===== src/rtl/adc_seq_pkg.sv =====
`timescale 1ns/1ps
package adc_seq_pkg;

  typedef enum logic [1:0] {
    MODE_FULL  = 2'b00,
    MODE_NAP   = 2'b01,
    MODE_SLEEP = 2'b10,
    MODE_OFF2  = 2'b11
  } pwr_mode_e;

  typedef enum logic [2:0] {
    ST_OFF  = 3'd0,
    ST_WAKE = 3'd1,
    ST_IDLE = 3'd2,
    ST_CONV = 3'd3,
    ST_NAP  = 3'd4
  } seq_st_e;

  // timer slots
  localparam int T_WAKE = 0;
  localparam int T_PER  = 1;
  localparam int T_TMO  = 2;
  localparam int NTMR   = 3;

  function automatic longint ns_to_cyc(longint ns, longint khz);
    return (ns * khz + 999999) / 1000000;
  endfunction

  function automatic longint rate_to_cyc(longint khz, longint sps);
    return (khz * 1000 + sps - 1) / sps;
  endfunction

  function automatic longint lmax(longint a, longint b);
    return (a > b) ? a : b;
  endfunction

  function automatic int bits_for(longint n);
    int b;
    b = 1;
    while ((longint'(1) << b) <= n) b++;
    return b;
  endfunction

endpackage


===== src/rtl/adc_seq_tmr.sv =====
`timescale 1ns/1ps
module adc_seq_tmr #(
  parameter int CW = 8
) (
  input  logic          clk,
  input  logic          rst,
  input  logic          load,
  input  logic [CW-1:0] val,
  output logic          zero
);
  logic [CW-1:0] cnt;

  always_ff @(posedge clk) begin
    if (rst)            cnt <= '0;
    else if (load)      cnt <= val;
    else if (cnt != '0) cnt <= cnt - 1'b1;
  end

  assign zero = (cnt == '0);
endmodule


===== src/rtl/adc_seq_req.sv =====
`timescale 1ns/1ps
module adc_seq_req (
  input  logic clk,
  input  logic rst,
  input  logic req,
  input  logic take,
  output logic pend,
  output logic ovr
);
  always_ff @(posedge clk) begin
    if (rst) begin
      pend <= 1'b0;
      ovr  <= 1'b0;
    end else begin
      pend <= (pend & ~take) | req;
      if (req && pend && !take) ovr <= 1'b1;
    end
  end
endmodule


===== src/rtl/adc_seq_cap.sv =====
`timescale 1ns/1ps
module adc_seq_cap #(
  parameter int DW = 14,
  parameter int OW = 16
) (
  input  logic          clk,
  input  logic          rst,
  input  logic          arm,
  input  logic          start,
  input  logic          bip_i,
  input  logic          busy_i,
  input  logic [DW-1:0] data_i,
  output logic          busy_rise,
  output logic [OW-1:0] sample,
  output logic          vld
);
  logic          busy_q;
  logic          bip_q;
  logic [OW-1:0] ext;

  always_ff @(posedge clk) begin
    if (rst) begin
      busy_q <= 1'b1;
      bip_q  <= 1'b0;
    end else begin
      busy_q <= busy_i;
      if (start) bip_q <= bip_i;
    end
  end

  assign busy_rise = arm & ~busy_q & busy_i;

  generate
    if (OW > DW) begin : g_ext
      assign ext = {{(OW-DW){bip_q & data_i[DW-1]}}, data_i};
    end else begin : g_cut
      assign ext = data_i[OW-1:0];
    end
  endgenerate

  always_ff @(posedge clk) begin
    if (rst) begin
      sample <= '0;
      vld    <= 1'b0;
    end else begin
      vld <= busy_rise;
      if (busy_rise) sample <= ext;
    end
  end
endmodule


===== src/rtl/adc_seq_fsm.sv =====
`timescale 1ns/1ps
module adc_seq_fsm
  import adc_seq_pkg::*;
#(
  parameter int            CW      = 8,
  parameter logic [CW-1:0] NAP_V   = '0,
  parameter logic [CW-1:0] SLEEP_V = '0,
  parameter logic [CW-1:0] PULSE_V = '0
) (
  input  logic            clk,
  input  logic            rst,
  input  pwr_mode_e       mode,
  input  logic            pend,
  input  logic [NTMR-1:0] tz,
  input  logic            busy_rise,
  output logic            wake_ld,
  output logic [CW-1:0]   wake_val,
  output logic            start,
  output logic            arm,
  output logic            convst,
  output logic            shdn_n,
  output logic            cs_n,
  output logic            rd_n,
  output logic            tmo_err
);
  seq_st_e st;
  logic    nap_q;
  logic    sleep_req;
  logic    conv_end;

  assign sleep_req = mode[1];
  assign start     = (st == ST_IDLE) && !sleep_req && pend && tz[T_PER];
  assign arm       = (st == ST_CONV);
  assign conv_end  = busy_rise || tz[T_TMO];

  always_comb begin
    wake_ld  = 1'b0;
    wake_val = PULSE_V;
    case (st)
      ST_OFF: if (!sleep_req) begin
        wake_ld  = 1'b1;
        wake_val = SLEEP_V;
      end
      ST_NAP: if (!sleep_req && (mode == MODE_FULL || pend)) begin
        wake_ld  = 1'b1;
        wake_val = NAP_V;
      end
      ST_IDLE: if (start && mode != MODE_NAP) begin
        wake_ld  = 1'b1;
        wake_val = PULSE_V;
      end
      default: ;
    endcase
  end

  always_ff @(posedge clk) begin
    if (rst) begin
      st      <= ST_OFF;
      convst  <= 1'b1;
      shdn_n  <= 1'b0;
      cs_n    <= 1'b1;
      rd_n    <= 1'b1;
      tmo_err <= 1'b0;
      nap_q   <= 1'b0;
    end else begin
      case (st)
        ST_OFF: if (!sleep_req) begin
          st     <= ST_WAKE;
          shdn_n <= 1'b1;
          cs_n   <= 1'b0;
        end
        ST_WAKE: begin
          if (sleep_req) begin
            st     <= ST_OFF;
            convst <= 1'b1;
            shdn_n <= 1'b0;
            cs_n   <= 1'b1;
          end else if (tz[T_WAKE]) begin
            st <= ST_IDLE;
          end
        end
        ST_IDLE: begin
          if (sleep_req) begin
            st     <= ST_OFF;
            convst <= 1'b1;
            shdn_n <= 1'b0;
            cs_n   <= 1'b1;
          end else if (start) begin
            st     <= ST_CONV;
            convst <= 1'b0;
            rd_n   <= 1'b0;
            nap_q  <= (mode == MODE_NAP);
            if (mode == MODE_NAP) shdn_n <= 1'b0;
          end
        end
        ST_CONV: begin
          if (!nap_q && tz[T_WAKE]) convst <= 1'b1;
          if (conv_end) begin
            rd_n <= 1'b1;
            if (!busy_rise) tmo_err <= 1'b1;
            if (nap_q) begin
              st <= ST_NAP;
            end else begin
              st     <= ST_IDLE;
              convst <= 1'b1;
            end
          end
        end
        ST_NAP: begin
          if (sleep_req) begin
            st     <= ST_OFF;
            convst <= 1'b1;
            cs_n   <= 1'b1;
          end else if (mode == MODE_FULL || pend) begin
            st     <= ST_WAKE;
            convst <= 1'b1;
            shdn_n <= 1'b1;
          end
        end
        default: st <= ST_OFF;
      endcase
    end
  end
endmodule


===== src/rtl/adc_seq_ctrl.sv =====
`timescale 1ns/1ps
module adc_seq_ctrl
  import adc_seq_pkg::*;
#(
  parameter int DW            = 14,
  parameter int OW            = 16,
  parameter int CLK_KHZ       = 200000,
  parameter int NAP_WAKE_NS   = 500,
  parameter int SLEEP_WAKE_US = 10000,
  parameter int MAX_SPS       = 200000,
  parameter int BUSY_TMO_CYC  = 1024,
  parameter int PULSE_CYC     = 8
) (
  input  logic          clk,
  input  logic          rst,
  input  logic          req_i,
  input  logic [1:0]    mode_i,
  input  logic          bipolar_i,
  input  logic          busy_i,
  input  logic [DW-1:0] adc_data_i,
  output logic          convst_o,
  output logic          shdn_n_o,
  output logic          cs_n_o,
  output logic          rd_n_o,
  output logic [OW-1:0] sample_o,
  output logic          sample_vld_o,
  output logic          overrun_o,
  output logic          timeout_o
);
  localparam longint NAP_CYC   = ns_to_cyc(longint'(NAP_WAKE_NS), longint'(CLK_KHZ));
  localparam longint SLEEP_CYC = ns_to_cyc(longint'(SLEEP_WAKE_US) * 1000, longint'(CLK_KHZ));
  localparam longint PER_CYC   = rate_to_cyc(longint'(CLK_KHZ), longint'(MAX_SPS));
  localparam int     CW        = bits_for(lmax(lmax(NAP_CYC, SLEEP_CYC),
                                   lmax(PER_CYC, lmax(longint'(BUSY_TMO_CYC), longint'(PULSE_CYC)))));

  localparam logic [CW-1:0] NAP_V   = CW'(NAP_CYC);
  localparam logic [CW-1:0] SLEEP_V = CW'(SLEEP_CYC);
  localparam logic [CW-1:0] PER_V   = CW'(PER_CYC - 1);
  localparam logic [CW-1:0] TMO_V   = CW'(BUSY_TMO_CYC);
  localparam logic [CW-1:0] PULSE_V = CW'(PULSE_CYC);

  logic            pend, start, arm, busy_rise;
  logic            wake_ld;
  logic [CW-1:0]   wake_val;
  logic [NTMR-1:0] tld;
  logic [NTMR-1:0] tz;
  logic [CW-1:0]   tval [NTMR];

  assign tld[T_WAKE]  = wake_ld;
  assign tld[T_PER]   = start;
  assign tld[T_TMO]   = start;
  assign tval[T_WAKE] = wake_val;
  assign tval[T_PER]  = PER_V;
  assign tval[T_TMO]  = TMO_V;

  generate
    for (genvar i = 0; i < NTMR; i++) begin : g_tmr
      adc_seq_tmr #(.CW(CW)) u_tmr (
        .clk  (clk),
        .rst  (rst),
        .load (tld[i]),
        .val  (tval[i]),
        .zero (tz[i])
      );
    end
  endgenerate

  adc_seq_req u_req (
    .clk  (clk),
    .rst  (rst),
    .req  (req_i),
    .take (start),
    .pend (pend),
    .ovr  (overrun_o)
  );

  adc_seq_fsm #(
    .CW(CW), .NAP_V(NAP_V), .SLEEP_V(SLEEP_V), .PULSE_V(PULSE_V)
  ) u_fsm (
    .clk       (clk),
    .rst       (rst),
    .mode      (pwr_mode_e'(mode_i)),
    .pend      (pend),
    .tz        (tz),
    .busy_rise (busy_rise),
    .wake_ld   (wake_ld),
    .wake_val  (wake_val),
    .start     (start),
    .arm       (arm),
    .convst    (convst_o),
    .shdn_n    (shdn_n_o),
    .cs_n      (cs_n_o),
    .rd_n      (rd_n_o),
    .tmo_err   (timeout_o)
  );

  adc_seq_cap #(.DW(DW), .OW(OW)) u_cap (
    .clk       (clk),
    .rst       (rst),
    .arm       (arm),
    .start     (start),
    .bip_i     (bipolar_i),
    .busy_i    (busy_i),
    .data_i    (adc_data_i),
    .busy_rise (busy_rise),
    .sample    (sample_o),
    .vld       (sample_vld_o)
  );
endmodule


===== config.mk =====
export PLATFORM = sky130hd
export DESIGN_NAME = adc_seq_ctrl
export DESIGN_NICKNAME = d
export VERILOG_FILES = /design/src/rtl/adc_seq_pkg.sv /design/src/rtl/adc_seq_tmr.sv /design/src/rtl/adc_seq_req.sv /design/src/rtl/adc_seq_cap.sv /design/src/rtl/adc_seq_fsm.sv /design/src/rtl/adc_seq_ctrl.sv
export SDC_FILE = /design/constraint.sdc
export NUM_CORES = 1
export LEC_CHECK = 0
export BUFFER_PORTS_ARGS = -buffer_cell sky130_fd_sc_hd__buf_4
export CAP_MARGIN = 20
export CORE_MARGIN = 4
export CORE_UTILIZATION = 45
export CTS_BUF_LIST = sky130_fd_sc_hd__clkbuf_8
export DETAILED_ROUTE_END_ITERATION = 10
export PLACE_DENSITY_LB_ADDON = 0.15
export RECOVER_POWER = 50
export SYNTH_ARGS = -nofsm -noshare
export SYNTH_HDL_FRONTEND = slang
export SYNTH_HIERARCHICAL = 1
export SYNTH_SLANG_ARGS = --single-unit

===== constraint.sdc =====
create_clock -name clk -period 4.05 [get_ports clk]
set_clock_uncertainty 0.05 [all_clocks]
set_input_delay 0.2025 -clock clk [delete_from_list [all_inputs] [get_ports clk]]
set_output_delay 0.2025 -clock clk [all_outputs]
set_load 0.01 [all_outputs]

==> results of run 1 <==
[critical path, delay by kind of cell (launching register included)]
family / cells / cell delay, ps
buffers and inverters: 2 / 610
AND/OR/NAND/NOR: 7 / 2400
AO/OA/AOI/OAI: 1 / 70
flip-flops: 1 / 360
[cell usage after synthesis, types with 5 or more instances]
cell	instances
o21ai_1	5
clkbuf_1	15
buf_4	19
nor2_1	38
or3_2	6
nand2b_1	33
nand3_1	7
nor3_1	27
or4_4	6
buf_6	8
ha_1	6
xor2_1	15
o21ai_0	51
dfxtp_1	92
nor3b_1	5
or4_1	9
nand2_1	74
xnor2_1	40
inv_1	14
mux2i_1	19
a21oi_1	11
nor4_1	12
or3_1	15
[worst paths after layout]
kind                                 to  slack [ps]
setup / recovery  g_tmr[1].u_tmr/cnt[6]         490
setup reg to reg  g_tmr[1].u_tmr/cnt[6]         490
hold / removal              u_cap/bip_q          30
hold reg to reg        u_cap/sample[10]         420
[power groups by stage]
stage / clock (mW) / combinational (mW) / sequential [mW]
5_1_grt: 0.578 / 2.13 / 1.45
3_3_place_gp: 0 / 1.86 / 1.42
6_report: 0.522 / 1.87 / 1.41
4_1_cts: 0.544 / 1.91 / 1.42
2_1_floorplan: 0 / 1.67 / 1.36
3_5_place_dp: 0 / 1.89 / 1.43
[cells by family (layout without fill, tap and decap cells)]
logic type      after synthesis  in the layout
compound gates               96             96
xor+xnor                     55             55
fa+ha+maj                     6              6
buf+inv                      63             78
flops                        92             92
mux                          20             20
other cells                   3             52
simple gates                271            271
[layout make-up]
class / count / area (µm²) / share of cell area, %
clock buffers: 10 / 138 / 2.47
clock inverters: 2 / 7.51 / 0.135
inverters: 14 / 52.6 / 0.943
multi-input cells: 500 / 3060 / 54.8
flip-flops and latches: 92 / 1840 / 33.0
well taps: 140 / 175 / 3.14
repair buffers: 52 / 303 / 5.43
[routing by layer]
metal,vias to the layer above,part of all wire (%),track usage (%)
li1,2159,-,-
met1,1858,49,22.1
met2,60,44,24.9
met3,16,4.4,5.13
met4,0,2.0,6.41
met5,-,0,0
[sequential cells by signal (all words and copies together), names as in the netlist]
register,count
g_tmr.u_tmr/cnt,63
u_cap/sample,15
u_fsm/st,3
u_cap/bip_q,1
u_cap/busy_q,1
u_cap/vld,1
u_fsm/convst,1
u_fsm/cs_n,1
u_fsm/nap_q,1
u_fsm/rd_n,1
u_fsm/shdn_n,1
u_fsm/tmo_err,1
u_req/ovr,1
u_req/pend,1
[repair_timing]
item | in CTS | in global routing
gates resized for setup | 0 | 0
hold buffers | 1 | 0
hold endpoints to repair | 1 | 0
[layout by cell type, fill, tap and decap left out, types with 5 or more instances in the layout]
cell type   n
a21oi_1    11
buf_4      26
clkbuf_1   24
clkbuf_8   10
conb_1     52
dfxtp_1    92
ha_1        6
inv_1      16
mux2i_1    19
nand2_1    74
nand2b_1   33
nand3_1     7
nor2_1     38
nor3_1     27
nor3b_1     5
nor4_1     12
o21ai_0    53
o311ai_0    5
or3_1      16
or3_2       6
or4_1      11
xnor2_1    40
xor2_1     15
[through the flow]
step                utilization [%]  total power [mW]  setup slack [ps]
floorplan                         -              3.03               927
global placement               50.3              3.28               688
detailed placement             50.3              3.32               585
CTS                            51.7              3.87               540
global route                   50.8              4.16               167
finish                         50.8              3.81               486
==> impl_metrics.toml, run 1 <==
[status]
outcome = "completed"

[worst_hold_path]
hold_depth = 3
min-delay-start = "bipolar_i"
hold_class = "in2reg"

[clock_tree]
cts_setup_buffers = 0
worstSkewPairLatency_ps = 370
cts_buffers = 9
htree_num_levels = 3
path_clk_slew_ps = 80
root_buffer = "clkbuf_8"
clock_path_buffers = 2
cts_sinks = 92
cts_tree = "done"

[die]
die_x_um = 115
initial_core_util_pct = 46.6
ioPinCount = 44
num_rows = 38
chipHeight_um = 115
core_area_um2 = 11000
die_area_um2 = 13100

[drt]
wl_um = 10200
drtPass1Iterations = 6
drc = 0
drt.antenna.violating_nets = 0
initialDrtViolationCount = 233
avgRoutedWirePerCell_um = 12.5
viasPerCell = 5.05
vias = 4093

[worst_setup_path]
rr_startpoint = "g_tmr[1].u_tmr/cnt[10]"
critPathSlowestCell = "or4_1"
crit_arrival_ps = 3820
max_stage_delay_ps = 580
path_cells = "or4_1 > or3_1 > nor2_1 > nand2_1 > or3_1 > inv_1 > inv_1 > nor2_1 > nand2_1 > o21ai_0"
critPathLaunch = "g_tmr[1].u_tmr/cnt[10]"
critical_path_class = "reg2reg"
required_ps = 4300
critPathCaptureType = "flop"
critPathLaunchType = "flop"
rr_worst_depth = 10
path_max_fanout = 20

[synth]
synthAdderAreaFrac_pct = 1.47
synth_top_family_by_area = "simple AND/OR/NAND/NOR gates"
synth-edff-count = 0
synth_compound_area_share_pct = 11.4
async_flop_share_pct = 0
synth_largest_area_cell = "dfxtp_1"
synth_xor_area_share_pct = 9.41
syn-instance-count = 606
synth.distinct_cells = 58
synth-seq-area-share_pct = 36.0
yosys.area_share.simple_pct = 30.0
synth.avg_cell_area_um2 = 8.45
synth_top_area_share_pct = 36.0
ys_warn_count = 6
synth_seq_cells = 92
ys_top_cells_by_area = "dfxtp_1 (36%), xnor2_1 (6.8%), nand2_1 (5.4%)"
muxShareOfSynthArea_pct = 3.94
synthFlopType = "dfxtp_1"
synth.cell_area_um2 = 5120

[sta]
rsz0062_at_grt = "no"
finalMaxSlewViolations = 0
fin_crit_ps = 3560
fin_setup_tns_ps = 0
hold_violations = 0
setup-violations-final = 0
period_share_pct = 88.0
hold_slack_ps = 25.0
clock.fmax_mhz = 281
tightest_slew_ps = 1150
slew_headroom_pct = 23.6

[place]
numPortBuffers = 43
dp.final_hpwl_um = 7120
dp.cells = 797
gp_congestion = 0.907
place_area_um2 = 5520

[power]
p_per_area_nw_per_um2 = 684
peakVddDrop_uv = 409
p_seq_share_pct = 37.1
p_comb_share_pct = 49.2
sw_frac_of_total_pct = 40.7
p_switching_mw = 1.55
internal_power_mw = 2.26
p_leak_nw = 2.07
clock_power_share_pct = 13.7

[global_routing]
grt_pass1_vias = 3806
grt_pass1_wl_um = 17700
grt_overflow_total = 0
track_usage_pct = 16.5
grt_max_degree = 80
grt_antenna_before_repair = 0

[cells_and_area]
fill_cells = 1093
diodes = 0
area_growth_pct = 8.90
finish.net_count = 696
fin_area_um2 = 5570
finalNonFillerCells = 810
layout-drive-gt1-share_pct = 9.10

[flow_run]
drv_cap = 0
No activity file was read; power rests on OpenSTA's default activity.
==> run 2, diff against run 1 <==
--- a/config.mk
+++ b/config.mk
@@ -11,6 +11,7 @@
 export CORE_UTILIZATION = 45
 export CTS_BUF_LIST = sky130_fd_sc_hd__clkbuf_8
 export DETAILED_ROUTE_END_ITERATION = 10
+export GPL_TIMING_DRIVEN = 0
 export PLACE_DENSITY_LB_ADDON = 0.15
 export RECOVER_POWER = 50
 export SYNTH_ARGS = -nofsm -noshare
==> constraint.sdc (replaced) <==
create_clock -name clk -period 4.05 [get_ports clk]
set_clock_uncertainty 0.05 [all_clocks]
set_input_delay 0.405 -clock clk [delete_from_list [all_inputs] [get_ports clk]]
set_output_delay 0.405 -clock clk [all_outputs]
set_load 0.01 [all_outputs]
==> run 2 against run 1 <==
Against the previous run:
- via count up 4.8%
- maximum frequency down 2.9%
- critical path type unchanged
- total power up 5.6%
- largest cell class unchanged
- hold slack better by 160 ps
- highest routed layer unchanged
- cell count up 5.3%
- cell area up 5.6%
- clock power up 14%
==> impl_metrics.toml, run 2 (synthesized netlist as in run 1, its figures left out) <==
[clock_tree]
hold_buffers = 0
root_buffer = "clkbuf_8"
ctsResizeCount = 0
path_clk_slew_ps = 80
cts_setup_buffers = 0
cts_sinks = 92
cts_buffers = 9
clock_path_buffers = 2
worstSkewPairLatency_ps = 360
cts_tree = "done"
htree_num_levels = 3

[sta]
setup-violations-final = 0
finalMaxSlewViolations = 0
hold_slack_ps = 189
tightest_slew_ps = 933
period_share_pct = 90.7
slew_headroom_pct = 37.4
clock.fmax_mhz = 272
rsz0062_at_grt = "no"
fin_setup_tns_ps = 0
fin_crit_ps = 3670
hold_violations = 0

[cells_and_area]
fin_area_um2 = 5880
fill_cells = 1042
diodes = 0
multi_input_area_um2 = 3080
largest_register_ffs = 63
top_regs = "g_tmr.u_tmr/cnt (63), u_cap/sample (15), u_fsm/st (3)"
registers.top_by_ff_count = "g_tmr.u_tmr/cnt"
final_common_cell = "dfxtp_1"
layout-drive-gt1-share_pct = 13.3
area_growth_pct = 15.0
layout_common_cells = "dfxtp_1 (92), nand2_1 (74), o21ai_0 (52), conb_1 (52)"
ff_latch_area_um2 = 1840
utilization_pct = 53.6
finish.net_count = 736

[drt]
wl_um = 10900
vias = 4291
initialDrtViolationCount = 256
avgRoutedWirePerCell_um = 12.8
viasPerCell = 5.03
drtPass1Iterations = 5
drt.antenna.violating_nets = 0
drc = 0

[worst_hold_path]
hold_class = "in2reg"
hold_end = "u_cap/busy_q"
hold_depth = 2
min-delay-start = "busy_i"

[worst_setup_path]
critPathCaptureType = "flop"
rr_endpoint = "g_tmr[1].u_tmr/cnt[6]"
r2r_setup_slack_ps = 380
critical_path_class = "reg2reg"
rr_worst_depth = 12
rr_startpoint = "g_tmr[1].u_tmr/cnt[10]"
path_max_fanout = 10
critPathLaunchType = "flop"
required_ps = 4290
crit_arrival_ps = 3920
critPathLaunch = "g_tmr[1].u_tmr/cnt[10]"

[place]
gp_congestion = 0.883
place_area_um2 = 5800
dp.final_hpwl_um = 7970
numPortBuffers = 43

[global_routing]
grt_pass1_vias = 4178
grt_max_degree = 17
track_usage_pct = 17.8
grt_pass1_wl_um = 19300
grt_antenna_before_repair = 0
grt_overflow_total = 0

[die]
chipHeight_um = 115
core_area_um2 = 11000
num_rows = 38
die_area_um2 = 13100
die_x_um = 115
ioPinCount = 44
initial_core_util_pct = 46.6

[power]
peakVddDrop_uv = 370
finalPower_mw = 4.03
p_leak_nw = 2.24
p_per_area_nw_per_um2 = 684

[status]
outcome = "completed"

[flow_run]
drv_cap = 0
==> run 2: area by class of cell <==
cell class                      instances  share of cell area, %
Buffer                                 49                   5.36
Clock buffer                           13                   3.04
Clock inverter                          2                  0.149
Inverter                               14                  0.893
Multi-Input combinational cell        500                   52.3
Sequential cell                        92                   31.3
Tap cell                              140                   2.98
Timing Repair Buffer                   43                   4.02
==> run 2: report_power, final <==
part | leakage, nW | switching (mW) | internal (mW) | total [mW]
Sequential | 0.753 | 0.251 | 1.15 | 1.40
Clock | 0.103 | 0.312 | 0.284 | 0.596
Combinational | 1.39 | 1.06 | 0.969 | 2.02
==> run 2: critical path, cell delays in order, from the launching register on <==
cell and delay (ps):
dfxtp_1 360, or4_4 560, or3_1 370, buf_6 150
nor2_1 280, nand2_1 180, or3_4 390, inv_1 230
inv_1 160, nor2_2 300, clkbuf_1 410, nand2_1 100
o21ai_0 80
==> run 2: worst max path at each step <==
stage	to	cells past startpoint	slack [ps]
after CTS	g_tmr[1].u_tmr/cnt[6]	12	200
after detailed placement	g_tmr[1].u_tmr/cnt[6]	12	240
after global placement	g_tmr[1].u_tmr/cnt[6]	12	300
final	g_tmr[1].u_tmr/cnt[6]	12	380
after global routing	g_tmr[1].u_tmr/cnt[6]	12	40
after floorplan	g_tmr[0].u_tmr/cnt[7]	12	930
==> run 2: metal layers <==
metal	wire length (µm)	GRT usage, %	up-vias
met5	0	0	-
met4	159	6.33	0
met3	583	4.92	12
met2	4920	28.2	77
met1	5230	23.3	1965
li1	-	-	2237
==> run 2: metrics by stage <==
| stage | setup WS, ps | cells |
|---|---|---|
| final | 378 | 853 |
| after global routing | 35.8 | 853 |
| after CTS | 198 | 853 |
| after detailed placement | 238 | 838 |
| after global placement | 302 | 838 |
| after floorplan | 927 | 655 |
==> run 3, diff against run 2 <==
--- a/config.mk
+++ b/config.mk
@@ -7,13 +7,17 @@
 export LEC_CHECK = 0
 export BUFFER_PORTS_ARGS = -buffer_cell sky130_fd_sc_hd__buf_4
 export CAP_MARGIN = 20
+export CELL_PAD_IN_SITES_DETAIL_PLACEMENT = 2
+export CELL_PAD_IN_SITES_GLOBAL_PLACEMENT = 2
+export CORE_ASPECT_RATIO = 1.4
 export CORE_MARGIN = 4
-export CORE_UTILIZATION = 45
+export CORE_UTILIZATION = 38
 export CTS_BUF_LIST = sky130_fd_sc_hd__clkbuf_8
 export DETAILED_ROUTE_END_ITERATION = 10
 export GPL_TIMING_DRIVEN = 0
 export PLACE_DENSITY_LB_ADDON = 0.15
 export RECOVER_POWER = 50
+export REMOVE_ABC_BUFFERS = 1
 export SYNTH_ARGS = -nofsm -noshare
 export SYNTH_HDL_FRONTEND = slang
 export SYNTH_HIERARCHICAL = 1
==> run 3 against run 2 <==
Against the previous run:
- worst setup slack worse by 45 ps
- register-to-register slack worse by 40 ps
- critical endpoint is now g_tmr[0].u_tmr/cnt[10]
- via count is 1.7% higher
- flip-flop and latch count stayed put
- core utilization is 9.6 points lower
- sequential share of layout area is 0.94 points higher
- routed wire length is 30% higher
- global-route usage is 0.99 points higher
- cell count is 0.70% lower
- maximum frequency is 1.2% lower
- critical path depth is 1 lower
- total power is 2.5% higher
==> impl_metrics.toml, run 3 (synthesized netlist as in run 1, its figures left out) <==
[place]
dp_slack_ps = -262
dp.final_hpwl_um = 9990
gp_congestion = 0.780
numPortBuffers = 43

[sta]
setup-violations-final = 0
tightest_slew_ps = 1160
worst_slack_ps = 333
clock.fmax_mhz = 269
finalMaxSlewViolations = 0
hold_violations = 0
fin_crit_ps = 3720
slew_headroom_pct = 22.9
rsz0062_at_grt = "no"
period_share_pct = 91.8
fin_setup_tns_ps = 0
hold_slack_ps = 182

[global_routing]
grt_antenna_before_repair = 0
grt_pass1_wl_um = 24000
grt_pass1_vias = 4917
track_usage_pct = 18.8
grt_max_degree = 80
grt_overflow_total = 0

[cells_and_area]
finish.net_count = 692
layout-drive-gt1-share_pct = 10.3
area_growth_pct = 11.6
utilization_pct = 44.0
largest_register_ffs = 63
final_common_cell = "dfxtp_1"
registers.top_by_ff_count = "g_tmr.u_tmr/cnt"
fill_cells = 1521
top_regs = "g_tmr.u_tmr/cnt (63), u_cap/sample (15), u_fsm/st (3)"
layout_common_cells = "dfxtp_1 (92), nand2_1 (74), o21ai_0 (52), conb_1 (52), xnor2_1 (40)"
diodes = 0

[worst_setup_path]
critPathLaunchType = "flop"
critPathCaptureType = "flop"
cpMostUsedCell = "nand2_1"
crit_arrival_ps = 3950
critPathSlowestCell = "or4_4"
max_stage_delay_ps = 560
path_cells = "or4_4 > or3_1 > nor2_1 > nand2_1 > or3_4 > o21ai_4 > inv_1 > nor2_2 > buf_6 > nand2_1 > o21ai_0"
required_ps = 4290
rr_worst_depth = 11
critical_path_class = "reg2reg"
path_max_fanout = 12

[die]
core_area_um2 = 13000
die_area_um2 = 15400
initial_core_util_pct = 39.4
die_x_um = 106
ioPinCount = 44
num_rows = 49
chipHeight_um = 145

[power]
peakVddDrop_uv = 287
p_leak_nw = 2.08
p_per_area_nw_per_um2 = 722

[flow_run]
drv_cap = 0

[status]
outcome = "completed"

[drt]
wl_um = 14100
drc = 0
drt.antenna.violating_nets = 0
viasPerCell = 5.15
avgRoutedWirePerCell_um = 16.7
vias = 4366
initialDrtViolationCount = 106
drtPass1Iterations = 4

[worst_hold_path]
hold_depth = 2
hold_class = "in2reg"

[clock_tree]
cts_setup_buffers = 0
cts_tree = "done"
clock_path_buffers = 2
root_buffer = "clkbuf_8"
cts_buffers = 9
worstSkewPairLatency_ps = 370
cts_sinks = 92
htree_num_levels = 3
path_clk_slew_ps = 90
hold_buffers = 0
## run 3: changes by cell type in the layout (fill, tap and decap cells not counted), moves of 3 or more
cell	delta
buf_4	-17
clkbuf_1	-16
buf_6	-4
buf_2	-3
clkbuf_2	-3
## run 3: area by class of cell
cell class	instances	area (µm²)	area share (%)
repair buffers	48	282	4.93
well taps	178	223	3.90
clock buffers	11	151	2.65
clock inverters	4	72.6	1.27
flip-flops and latches	92	1840	32.2
inverters	14	56.3	0.986
multi-input cells	500	3090	54.0
## run 3: path summary, 6_finish.rpt
path	start	to	slack, ps
setup / recovery	g_tmr[1].u_tmr/cnt[10]	g_tmr[0].u_tmr/cnt[10]	330
hold / removal	busy_i	u_cap/busy_q	180
setup reg to reg	g_tmr[1].u_tmr/cnt[10]	g_tmr[0].u_tmr/cnt[10]	330
hold reg to reg	u_req/ovr	u_req/ovr	430
## run 3: routing by layer
metal  vias to the layer above  routed length (µm)  track usage (%)
met5                         -                   0                0
met4                         0                 187             6.29
met3                        12                 262             3.47
met2                        30                7780             35.9
met1                      2170                5880             20.5
li1                       2154                   -                -
## run 3: critical path, delay by kind of cell (launching register included)
family / cells / cell delay, ps
simple gates: 7 / 2400
compound gates: 2 / 410
flops: 1 / 380
buf+inv: 2 / 380
## run 3: what timing repair did
item | 4_1_cts | 5_1_grt
pin swaps | 0 | 0
gates cloned | 0 | 0
gates resized for setup | 3 | 3
setup endpoints to repair | 9 | 9
## run 3: power breakdown
group	leakage [nW]	switching (mW)	total (mW)	internal, mW
clock	0.111	0.344	0.721	0.377
combinational	1.21	1.10	1.97	0.875
sequential	0.753	0.281	1.43	1.15
total	2.08	1.72	4.13	2.41
## run 3: per-stage QoR
step / area [µm²] / power, mW / instances
after floorplan: 4960 / 2.90 / 606
after global placement: 5510 / 3.30 / 827
after detailed placement: 5550 / 3.43 / 831
after CTS: 5780 / 4.19 / 846
after global routing: 5710 / 4.49 / 847
final: 5710 / 4.13 / 847
